==> config.mk <==
export PLATFORM = sky130hd
export DESIGN_NAME = btb_penalty_unit
export DESIGN_NICKNAME = d
export VERILOG_FILES = /design/src/rtl/btb_pkg.sv /design/src/rtl/btb_entry.sv /design/src/rtl/btb_resolve_ctl.sv /design/src/rtl/btb_penalty_unit.sv
export SDC_FILE = /design/constraint.sdc
export NUM_CORES = 2
export LEC_CHECK = 0
export ABC_CLOCK_PERIOD_IN_PS = 10800
export BUFFER_PORTS_ARGS = -buffer_cell sky130_fd_sc_hd__buf_2
export CAP_MARGIN = 25
export CORE_UTILIZATION = 40
export DETAILED_ROUTE_END_ITERATION = 10
export GPL_TIMING_DRIVEN = 0
export PLACE_DENSITY = 0.55
export SYNTH_ARGS = -nofsm -noshare
export SYNTH_HDL_FRONTEND = slang
export SYNTH_SLANG_ARGS = --single-unit
==> constraint.sdc <==
create_clock -name clk_i -period 10.8 [get_ports clk_i]
set_clock_uncertainty 0.15 [all_clocks]
set_input_delay 0.54 -clock clk_i [delete_from_list [all_inputs] [get_ports clk_i]]
set_output_delay 0.54 -clock clk_i [all_outputs]
set_load 0.02 [all_outputs]
==> src/rtl/btb_pkg.sv <==
package btb_pkg;
  localparam int unsigned PEN_W = 2;
  localparam logic [PEN_W-1:0] PEN_NONE  = PEN_W'(0);
  localparam logic [PEN_W-1:0] PEN_FLUSH = PEN_W'(2);

  typedef struct packed {
    logic wr;
    logic clr;
  } tbl_op_t;
endpackage

==> src/rtl/btb_entry.sv <==
module btb_entry #(
  parameter int unsigned PC_W  = 32,
  parameter int unsigned TAG_W = 28
) (
  input  logic             clk_i,
  input  logic             rst_ni,
  input  logic             wr_en_i,
  input  logic             clr_en_i,
  input  logic [TAG_W-1:0] tag_i,
  input  logic [PC_W-1:0]  target_i,
  output logic             valid_o,
  output logic [TAG_W-1:0] tag_o,
  output logic [PC_W-1:0]  target_o
);
  always_ff @(posedge clk_i or negedge rst_ni) begin
    if (!rst_ni) begin
      valid_o  <= 1'b0;
      tag_o    <= '0;
      target_o <= '0;
    end else if (clr_en_i) begin
      valid_o <= 1'b0;
    end else if (wr_en_i) begin
      valid_o  <= 1'b1;
      tag_o    <= tag_i;
      target_o <= target_i;
    end
  end


  wr_clr_excl_chk: assert property (@(posedge clk_i) disable iff (!rst_ni)
    !(wr_en_i && clr_en_i));


  wr_visible_chk: assert property (@(posedge clk_i) disable iff (!rst_ni)
    wr_en_i |=> valid_o && tag_o == $past(tag_i) && target_o == $past(target_i));


  clr_visible_chk: assert property (@(posedge clk_i) disable iff (!rst_ni)
    clr_en_i |=> !valid_o);
endmodule

==> src/rtl/btb_resolve_ctl.sv <==
module btb_resolve_ctl
  import btb_pkg::*;
#(
  parameter int unsigned PC_W  = 32,
  parameter int unsigned TAG_W = 28
) (
  input  logic             clk_i,
  input  logic             rst_ni,
  input  logic             res_valid_i,
  input  logic             res_taken_i,
  input  logic             res_hit_i,
  input  logic [PC_W-1:0]  res_pc_i,
  input  logic [TAG_W-1:0] res_tag_i,
  input  logic [PC_W-1:0]  res_target_i,
  input  logic             ent_valid_i,
  input  logic [TAG_W-1:0] ent_tag_i,
  input  logic [PC_W-1:0]  ent_target_i,
  output tbl_op_t          op_o,
  output logic             redirect_o,
  output logic [PC_W-1:0]  redirect_pc_o,
  output logic             penalty_valid_o,
  output logic [PEN_W-1:0] penalty_o
);
  logic tag_match;
  assign tag_match = ent_valid_i && (ent_tag_i == res_tag_i);

  always_comb begin
    op_o          = '0;
    redirect_o    = 1'b0;
    redirect_pc_o = '0;
    penalty_o     = PEN_NONE;
    if (res_valid_i) begin
      unique case ({res_hit_i, res_taken_i})
        2'b00: ; // not a known branch, fell through: free
        2'b01: begin
          op_o.wr       = 1'b1;
          redirect_o    = 1'b1;
          redirect_pc_o = res_target_i;
          penalty_o     = PEN_FLUSH;
        end
        2'b11: begin
          if (!(tag_match && ent_target_i == res_target_i)) begin
            op_o.wr       = 1'b1;
            redirect_o    = 1'b1;
            redirect_pc_o = res_target_i;
            penalty_o     = PEN_FLUSH;
          end
        end
        default: begin
          op_o.clr      = tag_match; // leave a conflicting branch alone
          redirect_o    = 1'b1;
          redirect_pc_o = res_pc_i + PC_W'(4);
          penalty_o     = PEN_FLUSH;
        end
      endcase
    end
  end

  assign penalty_valid_o = res_valid_i;


  idle_quiet_chk: assert property (@(posedge clk_i) disable iff (!rst_ni)
    !res_valid_i |-> !redirect_o && !op_o.wr && !op_o.clr);


  miss_nt_free_chk: assert property (@(posedge clk_i) disable iff (!rst_ni)
    (res_valid_i && !res_hit_i && !res_taken_i) |->
      !redirect_o && penalty_o == PEN_NONE && !op_o.wr && !op_o.clr);


  redirect_cost_chk: assert property (@(posedge clk_i) disable iff (!rst_ni)
    redirect_o |-> penalty_valid_o && penalty_o == PEN_FLUSH);


  hit_taken_free_chk: assert property (@(posedge clk_i) disable iff (!rst_ni)
    (res_valid_i && res_taken_i && penalty_o == PEN_NONE) |-> res_hit_i && !op_o.wr);
endmodule

==> src/rtl/btb_penalty_unit.sv <==
module btb_penalty_unit
  import btb_pkg::*;
#(
  parameter int unsigned PC_W    = 32,
  parameter int unsigned ENTRIES = 16
) (
  input  logic             clk_i,
  input  logic             rst_ni,
  input  logic [PC_W-1:0]  fetch_pc_i,
  output logic             pred_hit_o,
  output logic [PC_W-1:0]  pred_next_pc_o,
  input  logic             res_valid_i,
  input  logic [PC_W-1:0]  res_pc_i,
  input  logic             res_taken_i,
  input  logic             res_hit_i,
  input  logic [PC_W-1:0]  res_target_i,
  output logic             redirect_o,
  output logic [PC_W-1:0]  redirect_pc_o,
  output logic             penalty_valid_o,
  output logic [PEN_W-1:0] penalty_o
);
  localparam int unsigned IDX_W = $clog2(ENTRIES);
  localparam int unsigned TAG_W = PC_W - IDX_W;

  logic [IDX_W-1:0] fetch_idx, res_idx;
  logic [TAG_W-1:0] fetch_tag, res_tag;

  // index skips the two alignment bits; they stay in the tag
  assign fetch_idx = fetch_pc_i[IDX_W+1:2];
  assign res_idx   = res_pc_i[IDX_W+1:2];
  assign fetch_tag = {fetch_pc_i[PC_W-1:IDX_W+2], fetch_pc_i[1:0]};
  assign res_tag   = {res_pc_i[PC_W-1:IDX_W+2], res_pc_i[1:0]};

  logic             ent_valid  [ENTRIES];
  logic [TAG_W-1:0] ent_tag    [ENTRIES];
  logic [PC_W-1:0]  ent_target [ENTRIES];
  tbl_op_t          op;

  for (genvar g = 0; g < ENTRIES; g++) begin : g_ent
    logic sel;
    assign sel = (res_idx == IDX_W'(g));
    btb_entry #(.PC_W(PC_W), .TAG_W(TAG_W)) u_ent (
      .clk_i    (clk_i),
      .rst_ni   (rst_ni),
      .wr_en_i  (op.wr && sel),
      .clr_en_i (op.clr && sel),
      .tag_i    (res_tag),
      .target_i (res_target_i),
      .valid_o  (ent_valid[g]),
      .tag_o    (ent_tag[g]),
      .target_o (ent_target[g])
    );
  end

  assign pred_hit_o     = ent_valid[fetch_idx] && (ent_tag[fetch_idx] == fetch_tag);
  assign pred_next_pc_o = pred_hit_o ? ent_target[fetch_idx] : fetch_pc_i + PC_W'(4);

  btb_resolve_ctl #(.PC_W(PC_W), .TAG_W(TAG_W)) u_ctl (
    .clk_i           (clk_i),
    .rst_ni          (rst_ni),
    .res_valid_i     (res_valid_i),
    .res_taken_i     (res_taken_i),
    .res_hit_i       (res_hit_i),
    .res_pc_i        (res_pc_i),
    .res_tag_i       (res_tag),
    .res_target_i    (res_target_i),
    .ent_valid_i     (ent_valid[res_idx]),
    .ent_tag_i       (ent_tag[res_idx]),
    .ent_target_i    (ent_target[res_idx]),
    .op_o            (op),
    .redirect_o      (redirect_o),
    .redirect_pc_o   (redirect_pc_o),
    .penalty_valid_o (penalty_valid_o),
    .penalty_o       (penalty_o)
  );


  ins_then_hit_chk: assert property (@(posedge clk_i) disable iff (!rst_ni)
    (op.wr && fetch_pc_i == res_pc_i) |=>
      (fetch_pc_i != $past(fetch_pc_i)) || (pred_hit_o && pred_next_pc_o == $past(res_target_i)));
endmodule

==> reports/metrics.yaml <==
holdWs_ns: 0.0692
syn_area_um2: 54800
synth_nets: 4020
powerDensity_nw_per_um2: 189
grt_max_degree: 162
io_pins: 170
antenna_found_initial: 29
core_um2: 136000
swShare_pct: 31.6
period_needed_ns: 8.93
p_int_mw: 8.16
outcome: "finished, final reports clean"
worstRegToRegCells: 13
synth-edff-count: 0
grt_usage_pct: 42.5
ys_seq_area_share_pct: 44.6
min_path_type: "primary input to register"
io_buffers: 141
tightest_slew_ns: 1.23
synthCells: 3914
avgSynthCellArea_um2: 14.0
drt_iter0_markers: 6857
die_y_um: 372
final_util_pct: 46.4
fmax_ghz: 0.112
hold_viol_final: 0
area_growth_pct: 14.9
fp-row-count: 135
antenna_left: 0
cts_resized: 0
drt_pre_antenna_iters: 7
critPathLaunchType: "primary input"
htree_levels: 3
grt-ovfl-total: 0
slew_violations: 0
dp_hpwl_um: 209000
cts_made_buffers: 112
rrSetupSlack_ns: 4.40
clkPwrFrac_pct: 34.0
die_w_um: 372
wirelength_um: 295000
clock-sinks: 976
fin_cells: 6134
wl_per_cell_um: 48.1
cp_max_fo: 10
post_cts_buffers: 0
place_ws_ns: 2.60
finalCritPeriodShare_pct: 82.7
cts.clk_slew.worst_paths_ns: 0.06
power.share.sequential_pct: 41.4
worstReg2RegEnd: "g_ent[2].u_ent.tag_o[11]"
dp.cells: 5906
fin_tns_setup_ns: 0
maxCapViolations: 0
r2r_start: "g_ent[0].u_ent.tag_o[26]"
slew_headroom_pct: 17.5
die_area_um2: 139000
setup_viol: 0
hold_buffers: 1
n_fill_cell: 12200
floorplan.initialDensity_pct: 40.4
viasPerCell: 7.42
first_global_vias: 42800
fin_ws_ns: 1.87
startpoint: "res_pc_i[5]"
drc_errors: 0
rsz0062_at_grt: "no"
synthDistinctLibCells: 68
crit_type: "primary input to output pin"
power.leakage_nw: 26.9
cp-end-kind: "output pin"
vias: 45500
ys_warn_count: 0
ir_worst_vdd_mv: 0.130
root_buffer: "clkbuf_16"
insertion_delay_ns: 0.77
drive_gt1_share_pct: 37.9
synth_flop_cell: "dfrtp_1"
critical_path_required_ns: 10.11
arrival_ns: 8.24
synthArstFlopShare_pct: 100
nets: 4353
total_power_mw: 11.9
setup.worst_path.end: "penalty_o[1]"
p_sw_mw: 3.77
tritoncts: "done"
fin_area_um2: 63000
grt_pass1_wl_um: 392000
place_area_um2: 59000
cts_max_path_buffers: 3
combPwrFrac_pct: 24.6
gp_congestion: 1.11
ys_ff_latch: 976
[critical path: stages]
cell,delay (ns)
buf_2,0.29
buf_2,0.62
buf_2,0.57
buf_2,0.92
buf_2,0.69
clkbuf_1,0.59
nor2_1,0.27
o32ai_1,0.52
o2111ai_1,0.23
nor4_2,0.92
and4_1,0.36
buf_4,0.16
nand2b_1,0.10
clkbuf_1,0.23
buf_2,0.37
o21ai_0,0.33
buf_4,0.27
buf_2,0.15
[cell usage after synthesis, types with 5 or more instances]
| cell | number | area share, % |
|---|---|---|
| nand2_1 | 136 | 0.93 |
| mux2_4 | 59 | 1.6 |
| nand2b_1 | 8 | 0.091 |
| nand3_1 | 36 | 0.33 |
| o22ai_1 | 37 | 0.42 |
| and2_1 | 22 | 0.25 |
| a21oi_1 | 46 | 0.42 |
| nor4_1 | 7 | 0.080 |
| xor2_1 | 60 | 0.96 |
| buf_4 | 40 | 0.55 |
| clkbuf_1 | 195 | 1.3 |
| nand4_1 | 16 | 0.18 |
| a2111oi_0 | 5 | 0.080 |
| o32ai_1 | 12 | 0.19 |
| buf_2 | 152 | 1.4 |
| mux4_2 | 487 | 20 |
| buf_6 | 19 | 0.39 |
| buf_1 | 64 | 0.44 |
| a31oi_1 | 7 | 0.080 |
| mux2_2 | 428 | 8.8 |
| nor3_1 | 20 | 0.18 |
| nor2b_1 | 7 | 0.080 |
| nor2_1 | 81 | 0.55 |
| a32o_1 | 240 | 4.4 |
| dfrtp_1 | 976 | 45 |
| a221oi_1 | 17 | 0.27 |
| a221oi_2 | 5 | 0.14 |
| a2bb2oi_1 | 6 | 0.096 |
| inv_1 | 35 | 0.24 |
| a22oi_1 | 59 | 0.81 |
| mux2i_1 | 162 | 3.0 |
| xnor2_1 | 83 | 1.3 |
| and3_1 | 21 | 0.24 |
| a22o_1 | 252 | 4.0 |
| ha_1 | 5 | 0.11 |
| nand4b_1 | 12 | 0.19 |
| o21ai_0 | 31 | 0.28 |
[worst min path at each step]
stage          cells after the start                         start                           end
2_1_floorplan                      0                        rst_ni       g_ent[0].u_ent.tag_o[0]
3_3_place_gp                       1    g_ent[6].u_ent.target_o[5]    g_ent[6].u_ent.target_o[5]
3_5_place_dp                       1  g_ent[10].u_ent.target_o[17]  g_ent[10].u_ent.target_o[17]
4_1_cts                            2                   res_pc_i[1]      g_ent[15].u_ent.tag_o[1]
5_1_grt                            2                   res_pc_i[1]      g_ent[13].u_ent.tag_o[1]
6_report                           2                   res_pc_i[1]      g_ent[15].u_ent.tag_o[1]
[cell families (layout without fill, tap and decap cells)]
family                     Yosys count  in the layout  share of synthesized area [%]
adders and majority gates            5              5                          0.114
AOI/OAI and AO/OA                  759            759                           11.9
other                                1             16                        0.00684
xor gates and xnor gates           143            143                           2.29
muxes                             1136           1136                           33.4
and+or+nand+nor                    383            383                           3.37
DFF                                976            976                           44.6
buffers and inverters              511            935                           4.42
[cells in the final DEF, fill, tap and decap left out, drive strengths merged, types with 21 or more instances in the layout]
cell type	instances
o21ai	31
a221oi	22
a32o	240
and2	22
xnor2	83
nand2	136
nor2	85
clkinv	33
xor2	60
buf	494
mux4	487
a22o	252
and3	21
mux2	487
nand3	36
o22ai	37
a22oi	59
clkbuf	358
a21oi	46
inv	35
mux2i	162
dfrtp	976
[power by group through the flow]
| stage | Combinational (mW) | Clock, mW | Sequential (mW) |
|---|---|---|---|
| after floorplan | 1.87 | 0 | 4.74 |
| after global placement | 2.75 | 0 | 4.93 |
| after detailed placement | 2.82 | 0 | 4.95 |
| after CTS | 2.84 | 4.06 | 4.89 |
| after global routing | 2.99 | 4.20 | 4.99 |
| final | 2.94 | 4.06 | 4.93 |
[flip-flops by register name (all words and copies together), names as in the netlist]
name                  count
g_ent.u_ent.target_o    512
g_ent.u_ent.tag_o       448
g_ent.u_ent.valid_o      16
[metal layers]
metal | track usage [%] | vias up | routed length (um)
met3 | 20.6 | 1134 | 44800
met1 | 52.0 | 24000 | 104000
met4 | 30.7 | 18 | 27300
met5 | 0.874 | - | 279
met2 | 57.9 | 4157 | 119000
li1 | - | 16200 | -
[cell type report]
cell class | count | area, um2 | share of cell area [%]
multi-input combinational | 2427 | 28000 | 44.5
sequential | 976 | 24400 | 38.8
clock buffer | 162 | 3360 | 5.34
buffer | 472 | 2310 | 3.66
tap | 1781 | 2230 | 3.54
timing repair buffer | 219 | 1990 | 3.16
clock inverter | 43 | 475 | 0.755
inverter | 39 | 146 | 0.232
antenna | 15 | 37.5 | 0.0596
(Power assumes the default switching activity.)
